`src/rtl/rtseq_pkg.sv`:
```
package rtseq_pkg;
  typedef enum logic [2:0] {
    ST_IDLE     = 3'd0,
    ST_RUN      = 3'd1,
    ST_CHECK    = 3'd2,
    ST_RETRY    = 3'd3,
    ST_PASS     = 3'd4,
    ST_FALLBACK = 3'd5
  } seq_state_e;

  localparam int unsigned RST_STAGES = 2;
endpackage

```
`src/rtl/rtseq_rst_sync.sv`:
```
module rtseq_rst_sync #(
  parameter int unsigned STAGES = 2
) (
  input  logic clk,
  input  logic arst_n,
  output logic srst_n
);
  logic [STAGES-1:0] shift_q;
  logic [STAGES-1:0] shift_d;

  always_comb shift_d = {shift_q[STAGES-2:0], 1'b1};

  always_ff @(posedge clk or negedge arst_n) begin
    if (!arst_n) shift_q <= '0;
    else         shift_q <= shift_d;
  end

  assign srst_n = shift_q[STAGES-1];
endmodule

```
`src/rtl/rtseq_sig_cmp.sv`:
```
module rtseq_sig_cmp #(
  parameter int unsigned SIG_W = 16
) (
  input  logic             clk,
  input  logic             rst_n,
  input  logic             capture_i,
  input  logic [SIG_W-1:0] sig_rd_i,
  input  logic [SIG_W-1:0] sig_exp_i,
  output logic             match_o
);
  logic match_q;
  logic match_d;

  always_comb begin
    match_d = match_q;
    if (capture_i) match_d = (sig_rd_i == sig_exp_i);
  end

  always_ff @(posedge clk or negedge rst_n) begin
    if (!rst_n) match_q <= 1'b0;
    else        match_q <= match_d;
  end

  assign match_o = match_q;
endmodule

```
`src/rtl/rtseq_attempt_ctr.sv`:
```
module rtseq_attempt_ctr #(
  parameter int unsigned LIM_W = 4
) (
  input  logic             clk,
  input  logic             rst_n,
  input  logic             clear_i,
  input  logic             incr_i,
  input  logic [LIM_W-1:0] lim_i,
  output logic             exhausted_o
);
  logic [LIM_W-1:0] cnt_q, cnt_d;
  logic [LIM_W-1:0] lim_q, lim_d;
  logic             cnt_en;
  logic             lim_en;

  always_comb begin
    lim_en = clear_i;
    lim_d  = lim_i;
    cnt_en = clear_i | incr_i;
    cnt_d  = clear_i ? '0 : cnt_q + 1'b1;
  end

  always_ff @(posedge clk or negedge rst_n) begin
    if (!rst_n) begin
      cnt_q <= '0;
      lim_q <= '0;
    end else begin
      if (cnt_en) cnt_q <= cnt_d;
      if (lim_en) lim_q <= lim_d;
    end
  end

  assign exhausted_o = (cnt_q >= lim_q);

  p_cnt_within_lim_r6: assert property (@(posedge clk) disable iff (!rst_n)
    cnt_q <= lim_q);

  p_clear_zero_r8: assert property (@(posedge clk) disable iff (!rst_n)
    clear_i |=> (cnt_q == '0));

  p_lim_frozen_r7: assert property (@(posedge clk) disable iff (!rst_n)
    !clear_i |=> $stable(lim_q));
endmodule

```
`src/rtl/rtseq_fsm.sv`:
```
module rtseq_fsm
  import rtseq_pkg::*;
(
  input  logic clk,
  input  logic rst_n,
  input  logic start_i,
  input  logic cal_fail_i,
  input  logic pass_done_i,
  input  logic match_i,
  input  logic exhausted_i,
  output logic capture_o,
  output logic clear_o,
  output logic incr_o,
  output logic pass_start_o,
  output logic dev_ok_o,
  output logic fallback_o
);
  seq_state_e state_q, state_d;
  logic       launch_q, launch_d;
  logic       accept;

  always_comb begin
    accept = start_i &&
             (state_q == ST_IDLE || state_q == ST_PASS || state_q == ST_FALLBACK);
  end

  always_comb begin
    state_d = state_q;
    unique case (state_q)
      ST_IDLE, ST_PASS, ST_FALLBACK: begin
        if (accept) state_d = cal_fail_i ? ST_FALLBACK : ST_RUN;
      end
      ST_RUN: begin
        if (pass_done_i) state_d = ST_CHECK;
      end
      ST_CHECK: begin
        if (match_i)          state_d = ST_PASS;
        else if (exhausted_i) state_d = ST_FALLBACK;
        else                  state_d = ST_RETRY;
      end
      ST_RETRY: state_d = ST_RUN;
      default:  state_d = ST_IDLE;
    endcase
  end

  always_comb launch_d = (state_d == ST_RUN) && (state_q != ST_RUN);

  always_ff @(posedge clk or negedge rst_n) begin
    if (!rst_n) begin
      state_q  <= ST_IDLE;
      launch_q <= 1'b0;
    end else begin
      state_q  <= state_d;
      launch_q <= launch_d;
    end
  end

  assign capture_o    = (state_q == ST_RUN) && pass_done_i;
  assign clear_o      = accept;
  assign incr_o       = (state_q == ST_RETRY);
  assign pass_start_o = launch_q;
  assign dev_ok_o     = (state_q == ST_PASS);
  assign fallback_o   = (state_q == ST_FALLBACK);

  p_verdict_excl_r11: assert property (@(posedge clk) disable iff (!rst_n)
    !(dev_ok_o && fallback_o));

  p_launch_pulse_r3: assert property (@(posedge clk) disable iff (!rst_n)
    pass_start_o |=> !pass_start_o);

  p_cal_direct_r2: assert property (@(posedge clk) disable iff (!rst_n)
    (accept && cal_fail_i) |=> (fallback_o && !pass_start_o));

  p_pass_hold_r8: assert property (@(posedge clk) disable iff (!rst_n)
    (dev_ok_o && !start_i) |=> dev_ok_o);

  p_fallback_hold_r8: assert property (@(posedge clk) disable iff (!rst_n)
    (fallback_o && !start_i) |=> fallback_o);

  p_no_launch_busy_r9: assert property (@(posedge clk) disable iff (!rst_n)
    (state_q == ST_RUN && !pass_done_i) |=> !pass_start_o);

  p_exhaust_fallback_r6: assert property (@(posedge clk) disable iff (!rst_n)
    (state_q == ST_CHECK && !match_i && exhausted_i) |=> fallback_o);

  p_match_accept_r4: assert property (@(posedge clk) disable iff (!rst_n)
    (state_q == ST_CHECK && match_i) |=> dev_ok_o);
endmodule

```
`src/rtl/sig_retest_seq.sv`:
```
module sig_retest_seq
  import rtseq_pkg::*;
#(
  parameter int unsigned SIG_W = 16,
  parameter int unsigned LIM_W = 4
) (
  input  logic             clk,
  input  logic             rst_n,
  input  logic             start_i,
  input  logic             cal_fail_i,
  input  logic             pass_done_i,
  input  logic [SIG_W-1:0] sig_rd_i,
  input  logic [SIG_W-1:0] sig_exp_i,
  input  logic [LIM_W-1:0] retry_lim_i,
  output logic             pass_start_o,
  output logic             dev_ok_o,
  output logic             bin_fallback_o
);
  logic srst_n;
  logic capture, clear, incr, match, exhausted;

  rtseq_rst_sync #(.STAGES(RST_STAGES)) u_rst (
    .clk    (clk),
    .arst_n (rst_n),
    .srst_n (srst_n)
  );

  rtseq_sig_cmp #(.SIG_W(SIG_W)) u_cmp (
    .clk       (clk),
    .rst_n     (srst_n),
    .capture_i (capture),
    .sig_rd_i  (sig_rd_i),
    .sig_exp_i (sig_exp_i),
    .match_o   (match)
  );

  rtseq_attempt_ctr #(.LIM_W(LIM_W)) u_ctr (
    .clk         (clk),
    .rst_n       (srst_n),
    .clear_i     (clear),
    .incr_i      (incr),
    .lim_i       (retry_lim_i),
    .exhausted_o (exhausted)
  );

  rtseq_fsm u_fsm (
    .clk          (clk),
    .rst_n        (srst_n),
    .start_i      (start_i),
    .cal_fail_i   (cal_fail_i),
    .pass_done_i  (pass_done_i),
    .match_i      (match),
    .exhausted_i  (exhausted),
    .capture_o    (capture),
    .clear_o      (clear),
    .incr_o       (incr),
    .pass_start_o (pass_start_o),
    .dev_ok_o     (dev_ok_o),
    .fallback_o   (bin_fallback_o)
  );
endmodule

```
`config.mk`:
```
export PLATFORM = sky130hd
export DESIGN_NAME = sig_retest_seq
export DESIGN_NICKNAME = d
export VERILOG_FILES = /design/src/rtl/rtseq_pkg.sv /design/src/rtl/rtseq_rst_sync.sv /design/src/rtl/rtseq_sig_cmp.sv /design/src/rtl/rtseq_attempt_ctr.sv /design/src/rtl/rtseq_fsm.sv /design/src/rtl/sig_retest_seq.sv
export SDC_FILE = /design/constraint.sdc
export NUM_CORES = 1
export LEC_CHECK = 0
export ABC_AREA = 1
export BUFFER_PORTS_ARGS = -buffer_cell sky130_fd_sc_hd__clkbuf_2
export CAP_MARGIN = 20
export CORE_ASPECT_RATIO = 0.6
export CORE_MARGIN = 2
export CORE_UTILIZATION = 49
export CTS_CLUSTER_DIAMETER = 200
export DETAILED_ROUTE_END_ITERATION = 6
export GPL_TIMING_DRIVEN = 0
export PLACE_DENSITY = 0.8
export SLEW_MARGIN = 20
export SYNTH_ARGS = -nofsm -noshare
export SYNTH_HDL_FRONTEND = slang
export SYNTH_HIERARCHICAL = 1
export SYNTH_SLANG_ARGS = --single-unit
```
`constraint.sdc`:
```
create_clock -name clk -period 1.8 [get_ports clk]
set_clock_uncertainty 0.2 [all_clocks]
set_input_delay 0.27 -clock clk [delete_from_list [all_inputs] [get_ports clk]]
set_output_delay 0.27 -clock clk [all_outputs]
set_load 0.05 [all_outputs]
```
# After elaboration in Yosys (flattened, before gate mapping)
# Index checks and enable logic that the tools add are counted.
# Widths: inputs -> output; s select.
op_classes:
  muxes: 7
  eq_ne: 8
  reduce_logical: 7
  div_mod_pow: 0
  shift: 0
  bitwise: 1
  order_cmp: 1
  multipliers: 0
  addsub: 1
op_table:
  columns: ["operator", "count"]
  rows:
  - ["$eq 16x16->1", 1]
  - ["$mux 3", 5]
  - ["$pmux 3 s4", 1]
  - ["$eq 3x1->1 const B", 2]
  - ["$eq 3x2->1 const B", 2]
  - ["$eq 3x3->1 const B", 2]
  - ["$add 4x1->4 const B", 1]
  - ["$ge 4x4->1", 1]
  - ["$mux 4", 1]
  - ["$logic_and 1x1->1", 3]
  - ["$logic_not 3->1", 1]
  - ["$ne 3x1->1 const B", 1]
  - ["$reduce_or 3->1", 1]
  - ["$logic_or 1x1->1", 2]
  - ["$or 1x1->1", 1]
word_totals:
  latchBits: 0
  word_cells: 31
  register_bits: 15
  rom_bits: 0
  input_bits: 41
  mem_count: 0
  ram_bits: 0
  output_inout_bits: 3

# Longest topological paths before layout
depth:
  word_depth: 8
  depth_mapped: 13
  depth_no_buf: 13

# Modules after synthesis
# The synthesis kept the hierarchy.
by_module_without_submodules:
  columns: ["module", "instances", "seq_area_each_um2", "area_per_inst_um2", "cells_each"]
  rows:
  - ["rtseq_attempt_ctr", 1, 200.2, 430.4, 52]
  - ["rtseq_sig_cmp", 1, 25.0, 317.8, 71]
  - ["rtseq_fsm", 1, 100.1, 262.8, 42]
  - ["rtseq_rst_sync", 1, 50.0, 53.8, 3]

# Worst setup path after synthesis
# OpenSTA, ideal clock, no wires.
synth_path:
  kind: "register -> output"
  from: "register u_fsm.state_q[1]"
  to: "output port bin_fallback_o"
  stages_incl_launch_ff: 4
  setup_slack_ns: 0.100
  t_arrival_ns: 1.230
  required_time_ns: 1.330
  path_buffers: 0
  path_cell_list: "dfrtp_1 inv_1 nand2_1 nor2_1"
synth_via:
  elab_chain_cells: 1
synth_rtl:
  columns: ["item", "line", "text"]
  rows:
  - ["start, declared", "rtseq_fsm.sv:18", "seq_state_e state_q, state_d;"]
  - ["start signal, assigned", "rtseq_fsm.sv:53", "state_q <= state_d;"]
  - ["$eq 3x3->1", "rtseq_fsm.sv:63", "assign fallback_o = (state_q == ST_FALLBACK);"]
  - ["end, declared", "sig_retest_seq.sv:17", "output logic bin_fallback_o"]
# No other way between the ends.

# Final worst setup path
layout_path:
  from: "register u_ctr.cnt_q[2]"
  to: "register u_fsm.launch_q, in the netlist u_fsm/pass_start_o"
layout_via:
  elab_chain_cells: 6
layout_rtl:
  columns: ["item", "line", "text"]
  rows:
  - ["start, declared", "rtseq_attempt_ctr.sv:11", "logic [LIM_W-1:0] cnt_q, cnt_d;"]
  - ["start signal, assigned", "rtseq_attempt_ctr.sv:28", "if (cnt_en) cnt_q <= cnt_d;"]
  - ["$ge 4x4->1", "rtseq_attempt_ctr.sv:33", "assign exhausted_o = (cnt_q >= lim_q);"]
  - ["via exhausted", "sig_retest_seq.sv:20", "logic capture, clear, incr, match, exhausted;"]
  - ["$mux 3", "rtseq_fsm.sv:38", "else if (exhausted_i) state_d = ST_FALLBACK;"]
  - ["$mux 3", "rtseq_fsm.sv:37", "if (match_i) state_d = ST_PASS;"]
  - ["$pmux 3 s4", "rtseq_fsm.sv:29", "unique case (state_q)"]
  - ["via u_fsm.state_d[1]", "rtseq_fsm.sv:18", null]
  - ["$eq 3x1->1", "rtseq_fsm.sv:46", "always_comb launch_d = (state_d == ST_RUN) && (state_q != ST_RUN);"]
  - ["$logic_and 1x1->1", "rtseq_fsm.sv:46", null]
  - ["via u_fsm.launch_d", "rtseq_fsm.sv:19", "logic launch_q, launch_d;"]
  - ["end signal, assigned", "rtseq_fsm.sv:54", "launch_q <= launch_d;"]
  - ["end, declared", "rtseq_fsm.sv:19", null]
# The timed path passes the listed nets, and every way through them passes these cells.
# A chain may end at the register's enable or synchronous reset.

==> metrics.csv <==
stage,metric,value,unit
outcome,status,finished with violations,
outcome,violations,hold timing,
grt,grt_max_degree,14,
place,gp_congestion,0.9162,
floorplanning,dieHeight,40.11,um
synthesis,synth_top_area_share,35.25,%
sta,worst_pin_slew,0.5115,ns
critical_path,critical_path_arrival,1.74,ns
grt,grt_use_met3,5.618,%
sta,period_share,96.90,%
synthesis,synth_xor_area_share,4.113,%
route,wl_per_cell,9.349,um
power_and_ir_drop,powerDensity,1103,mW/mm^2
power_and_ir_drop,seqPwrFrac,33.3,%
power_and_ir_drop,p_switching,739.3,uW
sta,clock.fmax,0.5733,GHz
layout,layout_commonest_cell,nand2_1,
floorplanning,core,0.002115,mm^2
route,drcViolationCount,0,
layout,finalNetCount,269,
synthesis,synth_top_family_by_area,simple AND/OR/NAND/NOR gates,
power_and_ir_drop,swShare,46.02,%
clock_network,clock-sinks,15,
sta,rsz0062_at_grt,true,
layout,final_layout_size_suffix_gt1_share,28.83,%
min_path,min_path_type,reg -> async,
place,post-dp-hpwl,1913,um
place,place_ws,0.08630,ns
synthesis,synth.distinct_cells,16,
grt,grt_pass1_wl,3732,um
sta,setup_viol_count_final,0,
synthesis,synth-seq-area-share,35.25,%
clock_network,root_buffer,clkbuf_4,
floorplanning,rows,13,
sta,hold_ws,-0.01082,ns
clock_network,tritoncts,built,
route,ant_nets,0,
floorplanning,die_w,64.18,um
layout,final_cells,252,
critical_path,required,1.79,ns
layout,diodes,0,
synthesis,synth-seq-cells,15,
power_and_ir_drop,clockPowerShare,11.9,%
clock_network,htreeDepth,1,
power_and_ir_drop,ir_worst_vdd,0.3692,mV
power_and_ir_drop,p_leak,0.0008864,uW
grt,grt_pass1_vias,962,
power_and_ir_drop,power,1607,uW
power_and_ir_drop,p_int,867.2,uW
place,io_buffer_count,43,
critical_path,startpoint_type,flop,
floorplanning,die_area,0.002574,mm^2
critical_path,path_class,reg -> reg,
critical_path,worst-path-max-fanout,2,
route,wl,2356,um
route,first_iter_violations,37,
synthesis,synth_fp_nets,214,
clock_network,cts_buffers,3,
synthesis,netlist_instances,168,
grt,grt.overflow.total,0,
synthesis,synth_warnings,6,
layout,utilization,68.88,%
route,vias_per_cell,4.460,
sta,relSlewSlack,65.90,%
floorplanning,ios,44,
place,dp.cells,241,
route,firstDrtPassIters,4,
clock_network,clock_latency,0.29,ns
grt,grt_usage,18.97,%
synthesis,synth_fa_ha_area_share,5.875,%
grt,antenna_found_initial,0,
sta,final_hold_viol_count,8,
synthesis,yosysTopAreaCell,dfrtp_1,
sta,setup_slack,0.05576,ns
synthesis,synth.area.mux_share,0,%
clock_network,path_clk_slew,0.09,ns
layout,layout_common_cells,"49 x nand2_1, 41 x clkbuf_2, 32 x inv_1",
synthesis,synthTopCellsByArea,"dfrtp_1 35%, nand2_1 17%, inv_1 12%",
synthesis,synthSimpleGateAreaFrac,35.84,%
layout,synthToLayoutAreaGrowth,36.78,%
power_and_ir_drop,comb_power_share,54.8,%
grt,grt.busiest_layer,met2,
grt,grt_util_met2,35.94,%
sta,fin_crit,1.744,ns
clock_network,cts.path.max_buffers,2,
synthesis,syn_avg_cell_area,6.338,um^2
floorplanning,start_util,50.36,%
grt,gr-usage-met1,22.54,%
synthesis,synth-compound-area-share,5.875,%
route,vias,1124,
sta,slew_violations,0,
synthesis,netlist_area,0.001065,mm^2
flow_run,max_cap_viol_count,0,
critical_path,end_kind,flop,
[path summary, 6_finish.rpt]
check | from | end | slack [ns] | depth (start not counted)
worst max-delay path | u_ctr/cnt_q[2]$_DFFE_PN0P_ | u_fsm/pass_start_o$_DFF_PN0_ | 0.06 | 11
worst min-delay path | u_rst/shift_q[1]$_DFF_PN0_ | u_fsm/state_q[1]$_DFF_PN0_ | -0.01 | 0
worst max register to register | u_ctr/cnt_q[2]$_DFFE_PN0P_ | u_fsm/pass_start_o$_DFF_PN0_ | 0.06 | 11
worst min register to register | u_rst/shift_q[1]$_DFF_PN0_ | u_fsm/state_q[1]$_DFF_PN0_ | -0.01 | 0
max in group asynchronous | u_rst/shift_q[1]$_DFF_PN0_ | u_ctr/cnt_q[1]$_DFFE_PN0P_ | 1.05 | 0
min in group clk | pass_done_i | u_fsm/state_q[1]$_DFF_PN0_ | 0.11 | 3
[cell usage after synthesis (all sizes together)]
cell,n
a21oi,4
xor2,1
dfrtp,15
nand3,9
nor2,33
o21ai,7
ha,5
nand2,51
xnor2,4
o21bai,1
conb,1
inv,36
nand4,1
[power groups by stage]
stage	combinational [uW]	clock [uW]	sequential, uW
final	881	191	535
after global routing	1000	215	548
after floorplan	564	0	548
after global placement	736	0	531
after CTS	783	198	531
after detailed placement	766	0	538
[metrics by stage]
step                TNS [ns]  area (um^2)
CTS                        0         1399
global placement           0         1318
finish                     0         1456
floorplan                  0         1065
detailed placement         0         1318
global route        -0.06735         1456
[cell type report]
type	count	area, um^2
fill	197	658.1
multi-input combinational	117	596.8
sequential	15	375.4
timing repair buffer	50	285.3
inverter	36	135.1
tap	30	37.54
clock buffer	4	26.28
[per-layer routing]
| layer | vias up | wire, um |
|---|---|---|
| li1 | 612 | - |
| met2 | 41 | 1112 |
| met5 | - | 0 |
| met1 | 469 | 1064 |
| met3 | 2 | 173 |
| met4 | 0 | 6 |
[repair_timing]
action | in CTS | in global routing
setup endpoints to repair | 2 | 8
hold endpoints to repair | 6 | 0
resized for setup | 2 | 11
buffers inserted | 0 | 2
hold buffers | 5 | 0
pin swaps | 0 | 3
[registers in the layout (all words and copies together) (netlist names)]
signal	flops
u_cmp/match_o	1
u_ctr/cnt_q	4
u_ctr/lim_q	4
u_fsm/pass_start_o	1
u_fsm/state_q	3
u_rst/shift_q	2
[logic make-up after synthesis]
kind of cell    Yosys count
xor+xnor                  5
fa+ha+maj                 5
buf+inv                  36
simple gates             94
other cells               1
compound gates           12
flops                    15
[critical path, stage by stage, from the launching register on]
cell	delay, ns
dfrtp_1	0.40
ha_1	0.29
nand2_1	0.06
inv_1	0.05
nand3_1	0.07
nand3_2	0.08
nor2_2	0.13
nand3_1	0.11
nand2_1	0.11
nor2_1	0.05
nand2_1	0.06
nor2_2	0.03
Power figures use the tool's default switching activity.
